--- src/rtl/pdm_dac_pkg.sv ---
package pdm_dac_pkg;
  localparam int REG_W   = 16;
  localparam int ON_BIT  = 15;
  localparam int RUN_BIT = 15;
  localparam int PIN_BIT = 9;

  typedef enum logic [1:0] {
    ADDR_GLOBAL = 2'd0,
    ADDR_CTRL   = 2'd1,
    ADDR_CODE   = 2'd2,
    ADDR_NONE   = 2'd3
  } reg_addr_e;
endpackage

--- src/rtl/pdm_rst_sync.sv ---
module pdm_rst_sync #(
  parameter int STAGES = 2
) (
  input  logic clk,
  input  logic rst_n,
  output logic rst_sync_n
);
  logic [STAGES-1:0] sync_q;
  logic [STAGES-1:0] sync_d;

  always_comb begin
    sync_d = {sync_q[STAGES-2:0], 1'b1};
  end

  always_ff @(posedge clk or negedge rst_n) begin
    if (!rst_n) sync_q <= '0;
    else        sync_q <= sync_d;
  end

  assign rst_sync_n = sync_q[STAGES-1];
endmodule

--- src/rtl/pdm_code_clamp.sv ---
module pdm_code_clamp #(
  parameter int          DATA_W   = 12,
  parameter int unsigned CODE_MIN = 32'h0CD,
  parameter int unsigned CODE_MAX = 32'hF32
) (
  input  logic [DATA_W-1:0] raw,
  output logic [DATA_W-1:0] sat
);
  localparam logic [DATA_W-1:0] LO = CODE_MIN[DATA_W-1:0];
  localparam logic [DATA_W-1:0] HI = CODE_MAX[DATA_W-1:0];

  always_comb begin
    if (raw < LO)      sat = LO;
    else if (raw > HI) sat = HI;
    else               sat = raw;
  end
endmodule

--- src/rtl/pdm_dac_regs.sv ---
module pdm_dac_regs
  import pdm_dac_pkg::*;
#(
  parameter int          NUM_CH   = 2,
  parameter int          DATA_W   = 12,
  parameter int          CH_W     = 1,
  parameter int unsigned CODE_MIN = 32'h0CD,
  parameter int unsigned CODE_MAX = 32'hF32
) (
  input  logic                     clk,
  input  logic                     rst_n,
  input  logic                     wr,
  input  logic [1:0]               addr,
  input  logic [CH_W-1:0]          ch,
  input  logic [REG_W-1:0]         wdata,
  output logic [REG_W-1:0]         rdata,
  output logic                     global_on,
  output logic [NUM_CH-1:0]        run_en,
  output logic [NUM_CH-1:0]        pin_en,
  output logic [NUM_CH*DATA_W-1:0] code_flat
);
  logic                    gon_q, gon_d;
  logic [NUM_CH-1:0]       run_q, run_d;
  logic [NUM_CH-1:0]       pin_q, pin_d;
  logic [DATA_W-1:0]       code_q [NUM_CH];
  logic [DATA_W-1:0]       code_d [NUM_CH];
  logic [DATA_W-1:0]       wr_sat;
  logic                    ch_ok;

  pdm_code_clamp #(
    .DATA_W  (DATA_W),
    .CODE_MIN(CODE_MIN),
    .CODE_MAX(CODE_MAX)
  ) u_clamp (
    .raw(wdata[DATA_W-1:0]),
    .sat(wr_sat)
  );

  assign ch_ok = (32'(ch) < NUM_CH);

  always_comb begin
    gon_d  = gon_q;
    run_d  = run_q;
    pin_d  = pin_q;
    code_d = code_q;
    case (reg_addr_e'(addr))
      ADDR_GLOBAL: gon_d = wdata[ON_BIT];
      ADDR_CTRL: if (ch_ok) begin
        run_d[ch] = wdata[RUN_BIT];
        pin_d[ch] = wdata[PIN_BIT];
      end
      ADDR_CODE: if (ch_ok) code_d[ch] = wr_sat;
      default: ;
    endcase
  end

  always_ff @(posedge clk or negedge rst_n) begin
    if (!rst_n) begin
      gon_q <= 1'b0;
      run_q <= '0;
      pin_q <= '0;
      for (int i = 0; i < NUM_CH; i++) code_q[i] <= CODE_MIN[DATA_W-1:0];
    end else if (wr) begin
      gon_q  <= gon_d;
      run_q  <= run_d;
      pin_q  <= pin_d;
      code_q <= code_d;
    end
  end

  always_comb begin
    rdata = '0;
    case (reg_addr_e'(addr))
      ADDR_GLOBAL: rdata[ON_BIT] = gon_q;
      ADDR_CTRL: if (ch_ok) begin
        rdata[RUN_BIT] = run_q[ch];
        rdata[PIN_BIT] = pin_q[ch];
      end
      ADDR_CODE: if (ch_ok) rdata[DATA_W-1:0] = code_q[ch];
      default: ;
    endcase
  end

  assign global_on = gon_q;
  assign run_en    = run_q;
  assign pin_en    = pin_q;

  for (genvar g = 0; g < NUM_CH; g++) begin : g_flat
    assign code_flat[g*DATA_W +: DATA_W] = code_q[g];
  end
endmodule

--- src/rtl/pdm_sd_core.sv ---
module pdm_sd_core #(
  parameter int DATA_W = 12
) (
  input  logic              clk,
  input  logic              rst_n,
  input  logic              run,
  input  logic [DATA_W-1:0] code_in,
  output logic              stream,
  output logic [DATA_W-1:0] active_code,
  output logic [DATA_W-1:0] acc
);
  logic [DATA_W-1:0] acc_q, acc_d;
  logic [DATA_W-1:0] act_q, act_d;
  logic              bit_q, bit_d;
  logic [DATA_W:0]   sum;

  assign sum = {1'b0, acc_q} + {1'b0, act_q};

  always_comb begin
    if (!run) begin
      acc_d = '0;
      act_d = code_in;
      bit_d = 1'b0;
    end else begin
      acc_d = sum[DATA_W-1:0];
      bit_d = sum[DATA_W];
      act_d = sum[DATA_W] ? code_in : act_q;
    end
  end

  always_ff @(posedge clk or negedge rst_n) begin
    if (!rst_n) begin
      acc_q <= '0;
      act_q <= '0;
      bit_q <= 1'b0;
    end else begin
      acc_q <= acc_d;
      act_q <= act_d;
      bit_q <= bit_d;
    end
  end

  assign stream      = bit_q;
  assign active_code = act_q;
  assign acc         = acc_q;
endmodule

--- src/rtl/pdm_thresh_dac.sv ---
module pdm_thresh_dac
  import pdm_dac_pkg::*;
#(
  parameter  int          NUM_CH      = 2,
  parameter  int          DATA_W      = 12,
  parameter  int unsigned CODE_MIN    = 32'h0CD,
  parameter  int unsigned CODE_MAX    = 32'hF32,
  parameter  int          SYNC_STAGES = 2,
  localparam int          CH_W        = (NUM_CH > 1) ? $clog2(NUM_CH) : 1
) (
  input  logic              clk,
  input  logic              rst_n,
  input  logic              reg_wr,
  input  logic [1:0]        reg_addr,
  input  logic [CH_W-1:0]   reg_ch,
  input  logic [15:0]       reg_wdata,
  output logic [15:0]       reg_rdata,
  output logic [NUM_CH-1:0] stream_out,
  output logic [NUM_CH-1:0] pin_out
);
  localparam int FLAT_W = NUM_CH * DATA_W;

  logic              rst_sn;
  logic              global_on;
  logic [NUM_CH-1:0] run_en;
  logic [NUM_CH-1:0] pin_en;
  logic [NUM_CH-1:0] run_vec;
  logic [FLAT_W-1:0] code_flat;
  logic [FLAT_W-1:0] active_flat;
  logic [FLAT_W-1:0] acc_flat;

  pdm_rst_sync #(.STAGES(SYNC_STAGES)) u_rst (
    .clk       (clk),
    .rst_n     (rst_n),
    .rst_sync_n(rst_sn)
  );

  pdm_dac_regs #(
    .NUM_CH  (NUM_CH),
    .DATA_W  (DATA_W),
    .CH_W    (CH_W),
    .CODE_MIN(CODE_MIN),
    .CODE_MAX(CODE_MAX)
  ) u_regs (
    .clk      (clk),
    .rst_n    (rst_sn),
    .wr       (reg_wr),
    .addr     (reg_addr),
    .ch       (reg_ch),
    .wdata    (reg_wdata),
    .rdata    (reg_rdata),
    .global_on(global_on),
    .run_en   (run_en),
    .pin_en   (pin_en),
    .code_flat(code_flat)
  );

  assign run_vec = run_en & {NUM_CH{global_on}};

  for (genvar g = 0; g < NUM_CH; g++) begin : g_ch
    pdm_sd_core #(.DATA_W(DATA_W)) u_core (
      .clk        (clk),
      .rst_n      (rst_sn),
      .run        (run_vec[g]),
      .code_in    (code_flat[g*DATA_W +: DATA_W]),
      .stream     (stream_out[g]),
      .active_code(active_flat[g*DATA_W +: DATA_W]),
      .acc        (acc_flat[g*DATA_W +: DATA_W])
    );
  end

  assign pin_out = stream_out & pin_en;
endmodule

--- config.mk ---
export PLATFORM = sky130hd
export DESIGN_NAME = pdm_thresh_dac
export DESIGN_NICKNAME = d
export VERILOG_FILES = /design/src/rtl/pdm_dac_pkg.sv /design/src/rtl/pdm_rst_sync.sv /design/src/rtl/pdm_code_clamp.sv /design/src/rtl/pdm_dac_regs.sv /design/src/rtl/pdm_sd_core.sv /design/src/rtl/pdm_thresh_dac.sv
export SDC_FILE = /design/constraint.sdc
export NUM_CORES = 1
export LEC_CHECK = 0
export ABC_CLOCK_PERIOD_IN_PS = 2600
export BUFFER_PORTS_ARGS = -buffer_cell sky130_fd_sc_hd__clkbuf_2
export CAP_MARGIN = 20
export CORE_ASPECT_RATIO = 0.9
export CORE_MARGIN = 2
export CORE_UTILIZATION = 55
export CTS_BUF_LIST = sky130_fd_sc_hd__clkbuf_8
export CTS_CLUSTER_SIZE = 40
export DETAILED_ROUTE_END_ITERATION = 16
export MAX_ROUTING_LAYER = met4
export PLACE_DENSITY = 0.85
export SKIP_CTS_REPAIR_TIMING = 1
export SYNTH_ARGS = -nofsm -noshare
export SYNTH_HDL_FRONTEND = slang
export SYNTH_SLANG_ARGS = --single-unit
--- constraint.sdc ---
create_clock -name clk -period 2.6 [get_ports clk]
set_clock_uncertainty 0.15 [all_clocks]
set_input_delay 0.52 -clock clk [delete_from_list [all_inputs] [get_ports clk]]
set_output_delay 0.52 -clock clk [all_outputs]
set_load 0.005 [all_outputs]
# --- Word level (Yosys, flattened, before mapping) ---
# Index checks and enable logic that the tools add are counted.
totals:
  register_bits: 81
  input_bits: 22
  output_inout_bits: 20
  wordCells: 61
classes:
  addsub: 2
  magnitude_cmp: 6
  eq_ne: 4
  muxes: 28
  bitwise: 3
  reduce_logical: 6
ops:
  columns: ["op", "count"]
  rows:
  - ["2-to-1 mux 12 bit", 12]
  - ["adder 12 x 12 -> 13 bit", 2]
  - ["bitwise mux 24 bit", 1]
  - ["demux 12 bit (select 1 bit)", 1]
  - ["> comparator 12 bit (second input constant)", 1]
  - ["less-than comparator 12 x 8 -> 1 bit (second input constant)", 1]
  - ["2-to-1 mux 9 bit", 1]
  - ["2-to-1 mux 1 bit", 7]
  - ["AND reduction 2 bit", 3]
  - ["AND 2 bit", 2]
  - ["bitwise mux 2 bit", 2]
  - ["!= test 2 x 1 -> 1 bit (second input constant)", 2]
  - ["one-hot mux 1 bit (2 select lines)", 2]
  - ["equality test 2 x 1 -> 1 bit (second input constant)", 1]
  - ["equality test 2 bit (second input constant)", 1]
  - ["greater-or-equal comparator 2 bit (second input constant)", 1]
  - ["logical AND 1 bit", 2]
  - ["logical NOT 2 bit", 1]
  - ["less-than comparator 1 x 2 -> 1 bit (second input constant)", 1]
  - ["less-than comparator 2 x 1 -> 1 bit (second input constant)", 1]
  - ["2-to-1 mux 2 bit", 1]
  - ["NOT 1 -> 2 bit", 1]
  - ["demux 1 bit (select 1 bit)", 1]
  - ["greater-or-equal comparator 1 bit (second input constant)", 1]

# --- Depth between registers and ports, before layout ---
depth:
  depth_word: 6
  ltp_mapped: 8

# --- Cells and area by module ---
# From an unflattened synthesis, not the netlist that was laid out.
unflattened:
  hier_cells: 366
  area_unflattened_um2: 4545.6
by_module_without_submodules:
  columns: ["mod", "instances", "cells_each", "area_per_inst_um2", "seq_area_each_um2"]
  rows:
  - ["pdm_sd_core", 2, 111, 1373.8, 625.6]
  - ["pdm_dac_regs", 1, 106, 1535.2, 738.2]
  - ["pdm_code_clamp", 1, 31, 183.9, 0.0]
  - ["pdm_rst_sync", 1, 3, 53.8, 50.0]
  - ["pdm_thresh_dac", 1, 4, 25.0, 0.0]

# --- Worst setup path before layout ---
# Ideal clock, no wire load.
synth_path:
  path_kind: "reg-to-reg"
  startpoint: "register g_ch[0].u_core.act_q[0]"
  endpoint: "register g_ch[0].u_core.act_q[1]"
  t_arrival_ns: 2.395
  required_time_ns: 2.325
  slack_ns: -0.069
  stages_incl_launch_ff: 9
  path_cell_list: "dfrtp_1 ha_1 fa_1 a211oi_2 o21ai_2 o221a_4 a211oi_4 buf_6 mux2_2"
synth_between:
  elab_chain_len: 2
synth_lines:
  columns: ["item", "line", "source"]
  rows:
  - ["start: declaration", "pdm_sd_core.sv:13", "logic [DATA_W-1:0] act_q, act_d;"]
  - ["start signal: assignment", "pdm_sd_core.sv:38", "act_q <= act_d;"]
  - ["adder 12 x 12 -> 13 bit", "pdm_sd_core.sv:17", "assign sum = {1'b0, acc_q} + {1'b0, act_q};"]
  - ["!= test 2 x 1 -> 1 bit (no source line)", null, null]
# No other way between the ends.
# A chain may end at the register's enable or synchronous reset.

# --- Final worst setup path ---
layout_path:
  startpoint: "register g_ch[0].u_core.act_q[0]"
  endpoint: "register g_ch[0].u_core.act_q[2]"
# Same word-level chain as after synthesis.

==> key figures <==
Place
  • Cell total after placement: around 500
  • Routability cong.: 0.9091
  • Port bufs: 35
  • Place WS: -0.01165 ns
  • Dpl hpwl: around 6.5 mm
  • DP Area: around 4700 um2

Global route
  • Largest net degree at the start of global routing: 46
  • Antenna violations before repair: 0
  • Vias in the first global route: 3187
  • First-pass GRT wire length: 14.86 mm
  • GRT Total Usage: 22.53%
  • GRT overflow: 0

Clocking
  • CTS tree: done
  • CTS sink cnt: slightly above 80
  • CTS Buffer Depth: 2
  • Clock root buffer: clkbuf_8
  • Clock slew at reported path FFs: about 0.080 ns
  • Inserted Clock Buffers: 9
  • H-tree depth: 3
  • Clk Latency, worst-skew pair: between 0.3 and 0.4 ns

Die
  • Die Y-Extent: between 80 and 90 um
  • Die area: around 8600 um2
  • I/O pins: 42
  • Starting Density: 56.91%
  • # rows: 30
  • Die X: 97.37 um
  • Core area: 7582 um2

Timing
  • RSZ-0062 raised after global routing: true
  • Fmax: around 0.38 GHz
  • Relative slew slack: about three fifths
  • Tightest Pin Transition: between 0.5 and 0.6 ns
  • Hold Vio Cnt, Final: 0
  • Setup ws final: -0.02900 ns
  • Max-slew violations: 0
  • Crit share post-route: 101.1%
  • Setup TNS: -0.2044 ns
  • Hold Slack: approximately 0.18 ns
  • Minimum clock period: 2.629 ns
  • # setup viols final: 12

Routing
  • Vias per inst: 5.841
  • DRT met1 WL: between 4 and 5 mm
  • Routed wl met3: 462 um
  • Starting DRT DRC Count: ~190
  • # DRC: 0
  • Total Wirelength: roughly 8.8 mm
  • Metal2 WL: about 4.1 mm
  • DR WL/cell: between 15 and 20 um
  • Via count: 3090
  • Final ANT Viol Nets: 0
  • Highest metal used: met4
  • Drt first pass iters: 4

Logic synthesis
  • Avg Cell Area, Syn: 11.51 um2
  • Area leader, netlist: dfrtp_1
  • Synth unique cells: 43
  • Top cell type's share of synthesized area: 41.17%
  • Number of flops mapped to enable cells by yosys: 0
  • Syn Inst Count: approximately 380
  • Synthesized area: 4315 um2
  • Most common cell in the synthesized netlist: dfrtp_1
  • YS warnings: 0
  • Synthesis-stage register bit count: 81
  • Prevailing post-synth register cell: dfrtp_1
  • Ys async rst share: 100.0%
  • Synth cell count leaders: 71 x dfrtp_1, 40 x mux2_2, 27 x ha_1
  • Sequential share of the synthesized area: a little under half
  • Largest cells by area after synthesis: dfrtp_1 41%, mux2_2 10%, ha_1 7.8%, dfstp_2 6.1%, mux2i_1 3.5%

Final layout
  • Footprint of the multi-input gates: between 2000 and 2500 um2
  • Share of layout cells above drive strength 1: 31.41%
  • Post-route cell area: 4921 um2
  • Final Net Count: between 400 and 500
  • # fillers: between 500 and 600
  • N_diodes: 0
  • Area grow syn2layout: 14.03%
  • Seq. cell area: just over 2000 um2
  • Post-route insts no fill: 529

Critical path
  • CP cell instances: ha_2 > fa_2 > a211oi_2 > o21ai_2 > o221a_4 > a211oi_4 > buf_12 > mux2_2
  • Worst path max stage delay: about 0.4 ns
  • Worst Setup Path Type: flip-flop to flip-flop
  • Cell family with most CP delay: compound AO/OA/AOI/OAI gates
  • Bufs and invs on worst path: 1
  • Slowest CP cell: dfrtp_1
  • CP Data Required Time: between 2 and 3 ns
  • Endpoint class of the critical path: flip-flop
  • Crit start category: flip-flop
  • Worst EP arrival: ~2.7 ns
  • Crit path max fanout: 12

Power and ir drop
  • Switching Fraction: around a third
  • Combinational Power Share: 35.4%
  • Internal cell power: about 2.6 mW
  • Psw: around 1.4 mW
  • PD cells: roughly 800 nW/um2
  • Leak: around 2.5 nW
  • Sequential Power Share: between 40% and 50%
  • Worst VDD drop: 0.3993 mV
  • Clock power frac: between 10% and 20%

Run
  • Maxcap violations: 0

Status
  • Status: finished, violations left
  • Failing checks: setup timing

Min path
  • Worst hold path type: flip-flop to async pin
## per-stage QoR
step | power, mW | utilization (%)
finish | 3.962 | 64.90
global route | 4.222 | 64.90
CTS | 3.906 | 64.08
detailed placement | 3.147 | 62.06
global placement | 3.066 | 62.06
floorplan | 2.774 | -
## sequential cells by signal, indices dropped and copies added, names as in the netlist
register                 count
u_regs.code_flat            24
g_ch.u_core.stream           2
u_regs.run_en                2
g_ch.u_core.acc             24
u_regs.pin_en                2
u_rst.sync_q                 2
u_regs.global_on             1
g_ch.u_core.active_code     24
## worst reg2reg max path: stages, from the launching register on
cell      delay (ns)
dfrtp_1         0.40
ha_2            0.21
fa_2            0.37
a211oi_2        0.22
o21ai_2         0.10
o221a_4         0.29
a211oi_4        0.27
buf_12          0.18
mux2_2          0.34
## routing by layer
layer	up-vias	GRT usage [%]
li1	1454	-
met1	1530	29.25
met2	87	35.61
met3	19	3.192
met4	0	10.48
met5	-	-
## power by group through the flow
stage / registers [mW] / clock network (mW) / logic [mW]
after floorplan: 1.74 / 0 / 1.03
after global placement: 1.81 / 0 / 1.26
after detailed placement: 1.82 / 0 / 1.32
after CTS: 1.80 / 0.765 / 1.34
after global routing: 1.84 / 0.825 / 1.55
final: 1.80 / 0.758 / 1.40
## cell families after synthesis
kind of cell    Yosys count  share of synthesized area, %
flops                    81                         47.26
fa+ha+maj                29                         8.756
compound gates           89                         14.70
mux                      57                         14.44
other cells               2                        0.1740
xor+xnor                 10                         2.029
buf+inv                  18                         2.378
simple gates             89                         10.26
## worst paths after layout
kind | from | to | slack, ns | cells after the start
min in group clk | u_rst.sync_q[0] | u_rst.sync_q[1] | 0.20 | 0
setup / recovery | g_ch[0].u_core.active_code[0] | g_ch[0].u_core.active_code[2] | -0.03 | 8
setup reg to reg | g_ch[0].u_core.active_code[0] | g_ch[0].u_core.active_code[2] | -0.03 | 8
max in group asynchronous | u_rst.sync_q[1] | u_regs.code_flat[20] | 1.44 | 1
hold / removal | u_rst.sync_q[1] | g_ch[1].u_core.acc[0] | 0.18 | 0
hold reg to reg | u_rst.sync_q[1] | g_ch[1].u_core.acc[0] | 0.18 | 0
## area by class of cell
cell class,instances,share of cell area [%]
Tap cell,96,2.441
Timing Repair Buffer,55,7.170
Sequential cell,81,41.52
Multi-Input combinational cell,278,45.54
Inverter,3,0.2288
Clock buffer,9,2.517
Clock inverter,7,0.5848
## cells in the final DEF, fill, tap and decap left out, types with 3 or more instances in the layout
cell type  netlist  layout
o21bai_1         4       4
xor2_1           6       6
mux2i_1         15      15
mux2_4           0      12
buf_4            5      17
o211ai_1         5       5
xnor2_1          4       4
nor3_1           4       4
a21oi_1         22      22
dfstp_2         10      10
a21o_1          17      17
nor2b_1         14      14
a211oi_2         2       3
clkbuf_8         0       9
clkbuf_2         0      35
a211oi_1         7       6
o21ai_0         19      19
mux2_2          40      28
inv_1            3       8
ha_1            27      25
nand3_1          8       8
or2_2            6       6
conb_1           2       4
nor2_1          21      21
and3_1           6       6
dfrtp_1         71      70
nand2_1         21      21
Note: power is estimated with default switching activity, not from simulation.
